[src/rtl/pst_pkg.sv]
// Package pst_pkg
// Shared class encoding and status code values for the trace encoder.
// Assumes a 5-bit status code; the count codes start at RUN_BASE.
package pst_pkg;
    typedef enum logic [2:0] {
        CLS_ORD    = 3'd0,
        CLS_BRANCH = 3'd1,
        CLS_RTE    = 3'd2,
        CLS_PULSE  = 3'd3,
        CLS_WDATA  = 3'd4
    } ev_cls_e;

    localparam logic [4:0] PST_CONT     = 5'h00;
    localparam logic [4:0] PST_INSN     = 5'h01;
    localparam logic [4:0] PST_UMODE    = 5'h03;
    localparam logic [4:0] PST_MARK     = 5'h04;
    localparam logic [4:0] PST_BRANCH   = 5'h05;
    localparam logic [4:0] PST_RTE      = 5'h07;
    localparam logic [4:0] PST_D1       = 5'h08;
    localparam logic [4:0] PST_D2       = 5'h09;
    localparam logic [4:0] PST_D4       = 5'h0B;
    localparam logic [4:0] PST_A2       = 5'h0D;
    localparam logic [4:0] PST_A3       = 5'h0E;
    localparam logic [4:0] PST_RUN_BASE = 5'h10;
    localparam logic [4:0] PST_RUN_TOP  = 5'h1A;

    // Codes that the probe must never see
    function automatic logic pst_is_reserved(input logic [4:0] c);
        return (c == 5'h02) || (c == 5'h06) || (c == 5'h0A) || (c == 5'h0C) ||
               (c == 5'h0F) || (c == 5'h10) || (c == 5'h11) || (c > PST_RUN_TOP);
    endfunction
endpackage

[src/rtl/pst_run_ctr.sv]
// Module pst_run_ctr
// Counts accepted sequential instructions of the current run.
// Raises wrap when the run reaches RUN_MAX, and clears on wrap or on flush.
// Assumes seq_acc and flush are never high together.
module pst_run_ctr #(
    parameter int RUN_MAX = 10,
    localparam int CW = $clog2(RUN_MAX + 1)
) (
    input  logic          clk,
    input  logic          rst_n,
    input  logic          seq_acc,
    input  logic          flush,
    output logic [CW-1:0] cnt,
    output logic          wrap
);
    // Last instruction of a full run
    always_comb wrap = seq_acc && (cnt == CW'(RUN_MAX - 1));

    // Run length register
    always_ff @(posedge clk) begin
        if (!rst_n) begin
            cnt <= '0;
        end else if (flush || wrap) begin
            cnt <= '0;
        end else if (seq_acc) begin
            cnt <= cnt + 1'b1;
        end
    end
endmodule

[src/rtl/pst_nib_shifter.sv]
// Module pst_nib_shifter
// Holds one payload and sends it out least-significant nibble first, one per clock.
// On load it sets mark_pend, so the caller can place the marker code beside the first nibble.
// Assumes load comes only when at most one nibble is still left.
module pst_nib_shifter #(
    parameter int PAY_W = 32,
    parameter int NIB_W = 4,
    localparam int NIBS = PAY_W / NIB_W,
    localparam int RW   = $clog2(NIBS + 1)
) (
    input  logic             clk,
    input  logic             rst_n,
    input  logic             load,
    input  logic [PAY_W-1:0] load_data,
    input  logic [RW-1:0]    load_nibs,
    input  logic [4:0]       load_mark,
    output logic             mark_pend,
    output logic [4:0]       mark_code,
    output logic [RW-1:0]    rem,
    output logic [NIB_W-1:0] ddata
);
    logic [PAY_W-1:0] sh;

    // Shift out the current payload and take a new one when it is loaded
    always_ff @(posedge clk) begin
        if (!rst_n) begin
            sh        <= '0;
            rem       <= '0;
            ddata     <= '0;
            mark_pend <= 1'b0;
            mark_code <= '0;
        end else begin
            if (rem != '0) begin
                ddata <= sh[NIB_W-1:0];
                sh    <= sh >> NIB_W;
                rem   <= rem - 1'b1;
            end else begin
                ddata <= '0;
            end
            mark_pend <= load;
            if (load) begin
                sh        <= load_data;
                rem       <= load_nibs;
                mark_code <= load_mark;
            end
        end
    end
endmodule

[src/rtl/pst_trace_enc.sv]
// Module pst_trace_enc
// Turns core execution events into a registered status code stream and a nibble data stream.
// Sequential single-cycle instructions are compressed into count codes.
// Payload events emit a marker that matches their size.
// Assumes the core holds its request unchanged while busy is high.
// Assumes ev_valid and um_enter are never high together, and ADDR_W >= 24.
module pst_trace_enc
    import pst_pkg::*;
#(
    parameter int OPND_W  = 32,
    parameter int ADDR_W  = 24,
    parameter int RUN_MAX = 10
) (
    input  logic              clk,
    input  logic              rst_n,
    input  logic              ev_valid,
    input  logic [2:0]        ev_cls,
    input  logic              ev_multi,
    input  logic              ev_dacc,
    input  logic [1:0]        ev_size,
    input  logic [OPND_W-1:0] ev_opnd,
    input  logic [ADDR_W-1:0] ev_target,
    input  logic              um_enter,
    input  logic              cfg_dcap,
    input  logic              cfg_bcap,
    input  logic              cfg_addr3,
    output logic [4:0]        pst,
    output logic [3:0]        ddata,
    output logic              busy
);
    localparam int NIB_W = 4;
    localparam int PAY_W = OPND_W;
    localparam int RW    = $clog2(PAY_W / NIB_W + 1);
    localparam int CW    = $clog2(RUN_MAX + 1);

    logic          is_ord, is_br, is_wd, dcap_hit;
    logic          req, seq, pay_req, flush, accept, seq_acc, load;
    logic [CW-1:0] run_cnt;
    logic          wrap;
    logic          mark_pend;
    logic [4:0]    mark_code;
    logic [RW-1:0] rem;
    logic [PAY_W-1:0] pay_data;
    logic [RW-1:0]    pay_nibs;
    logic [4:0]       pay_mark;
    logic [4:0]       ev_code, run_code, pst_nxt;

    // Classify the current request
    always_comb begin
        is_ord   = (ev_cls == CLS_ORD);
        is_br    = (ev_cls == CLS_BRANCH);
        is_wd    = (ev_cls == CLS_WDATA);
        dcap_hit = is_ord && ev_dacc && cfg_dcap;
        req      = ev_valid || um_enter;
        seq      = ev_valid && is_ord && !ev_multi && !dcap_hit;
        pay_req  = ev_valid && (is_wd || dcap_hit || (is_br && cfg_bcap));
    end

    // Decide whether the request is taken or stalled
    always_comb begin
        flush   = !mark_pend && (run_cnt != '0) && !seq;
        busy    = req && (mark_pend || flush || (pay_req && (rem > RW'(1))));
        accept  = req && !busy;
        seq_acc = accept && seq;
        load    = accept && pay_req;
    end

    // Payload contents, nibble count and marker for the accepted request
    always_comb begin
        if (is_br) begin
            pay_data = PAY_W'(ev_target >> 1);
            pay_nibs = cfg_addr3 ? RW'(6) : RW'(4);
            pay_mark = cfg_addr3 ? PST_A3 : PST_A2;
        end else begin
            pay_data = ev_opnd;
            case (ev_size)
                2'd0:    begin pay_nibs = RW'(2); pay_mark = PST_D1; end
                2'd1:    begin pay_nibs = RW'(4); pay_mark = PST_D2; end
                default: begin pay_nibs = RW'(8); pay_mark = PST_D4; end
            endcase
        end
    end

    // Status code of the accepted request itself
    always_comb begin
        if (!ev_valid) begin
            ev_code = PST_UMODE;
        end else begin
            case (ev_cls)
                CLS_BRANCH: ev_code = PST_BRANCH;
                CLS_RTE:    ev_code = PST_RTE;
                CLS_PULSE:  ev_code = PST_MARK;
                CLS_WDATA:  ev_code = PST_MARK;
                default:    ev_code = PST_INSN;
            endcase
        end
    end

    // Pick the code for the next status slot
    always_comb begin
        run_code = (run_cnt == CW'(1)) ? PST_INSN : (PST_RUN_BASE + 5'(run_cnt));
        if (mark_pend)    pst_nxt = mark_code;
        else if (flush)   pst_nxt = run_code;
        else if (seq_acc) pst_nxt = wrap ? (PST_RUN_BASE + 5'(RUN_MAX)) : PST_CONT;
        else if (accept)  pst_nxt = ev_code;
        else              pst_nxt = PST_CONT;
    end

    // Status output register
    always_ff @(posedge clk) begin
        if (!rst_n) pst <= PST_CONT;
        else        pst <= pst_nxt;
    end

    pst_run_ctr #(.RUN_MAX(RUN_MAX)) u_run (
        .clk     (clk),
        .rst_n   (rst_n),
        .seq_acc (seq_acc),
        .flush   (flush),
        .cnt     (run_cnt),
        .wrap    (wrap)
    );

    pst_nib_shifter #(.PAY_W(PAY_W), .NIB_W(NIB_W)) u_shift (
        .clk       (clk),
        .rst_n     (rst_n),
        .load      (load),
        .load_data (pay_data),
        .load_nibs (pay_nibs),
        .load_mark (pay_mark),
        .mark_pend (mark_pend),
        .mark_code (mark_code),
        .rem       (rem),
        .ddata     (ddata)
    );
endmodule

[config.mk]
export PLATFORM = sky130hd
export DESIGN_NAME = pst_trace_enc
export DESIGN_NICKNAME = d
export VERILOG_FILES = /design/src/rtl/pst_pkg.sv /design/src/rtl/pst_run_ctr.sv /design/src/rtl/pst_nib_shifter.sv /design/src/rtl/pst_trace_enc.sv
export SDC_FILE = /design/constraint.sdc
export NUM_CORES = 1
export LEC_CHECK = 0
export BUFFER_PORTS_ARGS = -buffer_cell sky130_fd_sc_hd__clkbuf_2
export CORE_AREA = 2 2 81 83
export CTS_CLUSTER_DIAMETER = 60
export CTS_CLUSTER_SIZE = 14
export DETAILED_ROUTE_END_ITERATION = 7
export DIE_AREA = 0 0 83 85
export PLACE_DENSITY = 0.74
export SYNTH_ARGS = -nofsm -noshare
export SYNTH_HDL_FRONTEND = slang
export SYNTH_HIERARCHICAL = 1
export SYNTH_SLANG_ARGS = --single-unit
[constraint.sdc]
create_clock -name clk -period 3.11 [get_ports clk]
set_input_delay 0.622 -clock clk [delete_from_list [all_inputs] [get_ports clk]]
set_output_delay 0.622 -clock clk [all_outputs]
set_load 0.02 [all_outputs]
==> impl_metrics.tcl, run 1 <==
set metrics [dict create \
    die_h_um 85 \
    finalHoldViolCount 0 \
    tightest_slew_ns 1.16 \
    synth_edf_count 0 \
    postCtsSetupRepairBufs 0 \
    fin_skew_ns 0.0141 \
    final.setup.tns_ns 0 \
    relSlewSlack_pct 22.8 \
    async_flop_share_pct 0 \
    path_clk_slew_ns 0.10 \
    critical_path_depth 6 \
    synth_seq_cells 55 \
    rsz0062_at_grt "no" \
    track_usage_pct 17.5 \
    setup_viol_count_final 0 \
    critPathLaunchType "input pin" \
    vias 2601 \
    cts_resized 0 \
    fp.dieArea_mm2 0.00706 \
    numCtsBuffers 5 \
    vdd_drop_max_mv 0.305 \
    root_buffer "clkbuf_8" \
    drv_slew 0 \
    clk_latency_ns 0.30 \
    cts_buffer_depth 2 \
    drt_iter0_drc 133 \
    grt_pass1_vias 2376 \
    maxCapViolCount 0 \
    power_density_mw_per_mm2 584 \
    reg2regPathDepth 8 \
    cts_htree_levels 2 \
    crit_path_start "ev_cls[2]" \
    rows 29 \
    die_x_um 83 \
    n_antenna_cell 0 \
    min_period_ns 2.58 \
    gp_congestion 0.886 \
    synthesis.area_mm2 0.00297 \
    cp.required_ns 2.49 \
    ys_seq_area_share_pct 37.0 \
    core_mm2 0.00620 \
    hpwlAfterDp_um 4420 \
    r2r_start "u_run/cnt[1]" \
    initial_core_util_pct 47.9 \
    drt_pre_antenna_iters 5 \
    crit_path_top_delay_cell "a21oi_1" \
    boundaryPins 80 \
    ant_nets 0 \
    hold_depth 2 \
    clkSinkCount 55 \
    ys.flop_type "dfxtp_1" \
    p_leak_nw 1.39 \
    routedWlPerCell_um 12.5 \
    crit_path_cell_trace "clkbuf_2, a21oi_1, o2bb2ai_1, a221oi_2, nor2_1, clkbuf_2" \
    crit_family "compound AO/OA/AOI/OAI gates" \
    ys_types 55 \
    cp.arrival_ns 1.96 \
    grt_max_degree 57 \
    status "completed" \
    critPathMaxStageDelay_ns 0.38 \
    syn_inst 349 \
    grt_pass1_wl_um 10400 \
    finalPower_mw 2.02 \
    nNetsFinal 488 \
    routed_via_density 5.29 \
    worst-path-buf-inv 2 \
    grt_overflow 0 \
    synth_warnings 6 \
    drive_gt1_share_pct 31.3 \
    crit_top_cell "clkbuf_2" \
    post-route-period-util_pct 83.0 \
    routed_wl_um 6160 \
    cts_tree "yes" \
    min_path_type "register to register" \
    hold_start "u_shift/sh[31]" \
    final_cell_mix "clkbuf_2, dfxtp_1, nand2_1" \
    crit_type "input pin to primary output" \
    layout_commonest_cell "clkbuf_2" \
    synthToLayoutAreaGrowth_pct 16.3 \
    syn_avg_cell_area_um2 8.52 \
    cts_hold_buffers 0 \
    max_freq_ghz 0.387 \
    drc 0 \
    endpoint_kind "primary output" \
    antenna_found_initial 0 \
    portBuffers 78 \
    path_max_fanout 5 \
]
==> synth_stat cells (all sizes together), types with 2 or more instances <==
library cell / number / share of area, %
a2111oi: 2 / 0.84
a211oi: 10 / 3.5
a21boi: 5 / 1.3
a21o: 2 / 0.50
a21oi: 5 / 0.84
a31oi: 22 / 4.6
and2: 3 / 0.72
and2b: 2 / 0.50
and3: 5 / 1.1
and4b: 2 / 0.80
buf: 18 / 4.2
clkbuf: 9 / 1.1
conb: 2 / 0.25
dfxtp: 55 / 37
ha: 3 / 1.3
inv: 8 / 1.0
mux2: 23 / 8.7
mux2i: 7 / 2.4
nand2: 53 / 6.8
nand2b: 2 / 0.42
nand3: 6 / 1.0
nand3b: 2 / 0.50
nor2: 17 / 2.1
nor2b: 15 / 3.2
nor3: 10 / 1.7
nor3b: 2 / 0.67
o21ai: 40 / 6.7
or3b: 2 / 0.67
xor2: 3 / 0.88
==> worst register-to-register path: stages, from the launching register on <==
cell and delay, ns:
dfxtp_1 0.37, or3_1 0.40, or2_4 0.28, a21oi_1 0.16
and4b_1 0.27, inv_1 0.09, buf_12 0.18, o21ai_0 0.23
a211oi_2 0.05
==> layer usage <==
metal / global-route usage, % / up-vias / share of wire [%]
li1: - / 1361 / -
met1: 21.9 / 1158 / 46
met2: 30.6 / 74 / 47
met3: 3.31 / 8 / 5.3
met4: 5.66 / 0 / 1.3
met5: 0 / - / 0
==> sequential cells by signal (all words and copies together) (netlist names) <==
register           flops
pst                    5
u_run/cnt              4
u_shift/ddata          4
u_shift/mark_code      5
u_shift/mark_pend      1
u_shift/rem            4
u_shift/sh            32
==> where the power goes <==
| group | switching [mW] | internal (mW) | leakage, nW |
|---|---|---|---|
| registers | 0.0676 | 0.829 | 0.448 |
| logic | 0.463 | 0.286 | 0.903 |
| clock network | 0.221 | 0.155 | 0.0440 |
==> final timing paths <==
check	end	slack [ns]
worst max-delay path	busy	0.53
worst min-delay path	u_shift/sh[27]	0.46
worst max register to register	u_shift/sh[0]	0.91
worst min register to register	u_shift/sh[27]	0.46
==> cells by family after synthesis <==
kind of cell / after synthesis / share of synthesized area [%]
other: 2 / 0.253
AND/OR/NAND/NOR: 126 / 22.0
AO/OA/AOI/OAI: 94 / 20.9
adder cells (fa/ha/maj): 3 / 1.26
flip-flops: 55 / 37.0
buffers and inverters: 35 / 6.36
multiplexers: 30 / 11.1
XOR/XNOR: 4 / 1.18
==> final cells by class <==
class                           instances  area, µm²
Fill cell                             588       2750
Multi-Input combinational cell        260       1690
Sequential cell                        55       1100
Timing Repair Buffer                   85        455
Tap cell                               77       96.3
Clock buffer                            5       68.8
Inverter                                8       30.0
Clock inverter                          2       13.8
==> metrics by stage <==
stage	hold WS, ns	area (µm²)	util [%]	instances	setup slack (ns)
floorplan	0.439	2980	-	350	0.809
global placement	0.457	3380	54.4	485	0.627
detailed placement	0.461	3380	54.4	485	0.525
CTS	0.466	3460	55.7	492	0.536
global route	0.495	3460	55.7	492	0.429
finish	0.458	3460	55.7	492	0.529
Power figures use the tool's default switching activity.
==> run 2: changes to the inputs <==
Clock period 3.11 ns to 2.6 ns, I/O delays scaled along.
==> impl_metrics.tcl, run 2 (synthesis gave the netlist of run 1 again) <==
set metrics [dict create \
    drive_gt1_share_pct 31.8 \
    post-route-util_pct 56.1 \
    n_antenna_cell 0 \
    cts_hold_buffers 0 \
    vias 2679 \
    core_mm2 0.00620 \
    top_regs "u_shift/sh x32, pst x5, u_shift/mark_code x5" \
    grt_pass1_wl_um 10600 \
    p_leak_nw 1.41 \
    layout_commonest_cell "clkbuf_2" \
    final.setup.tns_ns 0 \
    post-route-period-util_pct 92.4 \
    vdd_drop_max_mv 0.426 \
    endpoint_kind "primary output" \
    critPathMaxStageDelay_ns 0.41 \
    path_max_fanout 6 \
    largest_register_ffs 32 \
    drt_pre_antenna_iters 4 \
    hpwlAfterDp_um 4420 \
    cts_tree "yes" \
    finalPower_mw 2.48 \
    cts_htree_levels 2 \
    crit_path_top_delay_cell "or3_1" \
    cp.arrival_ns 1.88 \
    status "completed" \
    final_cell_mix "clkbuf_2, dfxtp_1, nand2_1" \
    gp_congestion 0.836 \
    crit_type "register to primary output" \
    final_area_mm2 0.00348 \
    track_usage_pct 18.0 \
    routed_wl_um 6210 \
    postCtsSetupRepairBufs 0 \
    drv_slew 0 \
    root_buffer "clkbuf_8" \
    antenna_found_initial 0 \
    cts_resized 0 \
    critPathLaunchType "register" \
    drc 0 \
    dp.cells 487 \
    nNetsFinal 490 \
    worst-path-buf-inv 1 \
    setup_viol_count_final 0 \
    numCtsBuffers 5 \
    holdWs_ns 0.460 \
    rows 29 \
    die_x_um 83 \
    routedWlPerCell_um 12.5 \
    finalHoldViolCount 0 \
    clk_latency_ns 0.32 \
    grt_pass1_vias 2410 \
    synthToLayoutAreaGrowth_pct 17.2 \
    max_freq_ghz 0.416 \
    maxCapViolCount 0 \
    placed_area_mm2 0.00339 \
    die_h_um 85 \
    boundaryPins 80 \
    regMostFlops "u_shift/sh" \
    path_clk_slew_ns 0.11 \
    power_density_mw_per_mm2 711 \
    grt_max_degree 57 \
    ant_nets 0 \
    fp.dieArea_mm2 0.00706 \
    cp.required_ns 2.08 \
    portBuffers 78 \
    crit_path_cell_trace "or3_1, or2_4, a221oi_2, nor2_1, clkbuf_2" \
    min_path_type "register to register" \
    routed_via_density 5.41 \
    grt_overflow 0 \
    crit_family "simple AND/OR/NAND/NOR gates" \
    clkSinkCount 55 \
    drt_iter0_drc 119 \
    fin_skew_ns 0.0166 \
    fin_ws_ns 0.199 \
    fin_cells 495 \
    rsz0062_at_grt "no" \
    dp_slack_ns 0.249 \
    initial_core_util_pct 47.9 \
    min_period_ns 2.40 \
    cts_buffer_depth 2 \
]
-- run 2: changes by cell type in the layout (fill, tap and decap cells not counted) --
cell and change:
buf_4 +2, clkinv_4 -1, inv_8 +1, clkinvlp_4 +1
-- run 2: where the power goes --
| group | switching (mW) | internal (mW) | total [mW] | leakage (nW) |
|---|---|---|---|---|
| Sequential | 0.0806 | 0.992 | 1.07 | 0.448 |
| Combinational | 0.563 | 0.356 | 0.919 | 0.913 |
| Clock | 0.290 | 0.195 | 0.485 | 0.0461 |
| Total | 0.933 | 1.54 | 2.48 | 1.41 |
-- run 2: final cells by class --
cell class	count	area, µm²
Fill cell	568	2720
Sequential cell	55	1100
Clock inverter	3	23.8
Clock buffer	5	68.8
Tap cell	77	96.3
Multi-Input combinational cell	260	1690
Inverter	8	30.0
Timing Repair Buffer	87	470
-- run 2: routing by layer --
| layer | track usage (%) | wire (µm) |
|---|---|---|
| met3 | 3.70 | 336 |
| met2 | 30.7 | 2920 |
| met4 | 5.51 | 72 |
| met5 | 0 | 0 |
| met1 | 22.9 | 2870 |
-- run 2: tightest hold or removal path, cell delays in order, from the launching register on --
cell and delay [ns]:
dfxtp_1 0.32, nand2_1 0.05, a31oi_1 0.07
-- run 2: final timing paths --
path                                startpoint        endpoint  slack (ns)  depth (start not counted)
worst max register to register    u_run/cnt[1]   u_shift/sh[1]        0.46                          8
worst min-delay path            u_shift/sh[31]  u_shift/sh[27]        0.46                          2
worst max-delay path              u_run/cnt[1]            busy        0.20                          5
worst min register to register  u_shift/sh[31]  u_shift/sh[27]        0.46                          2
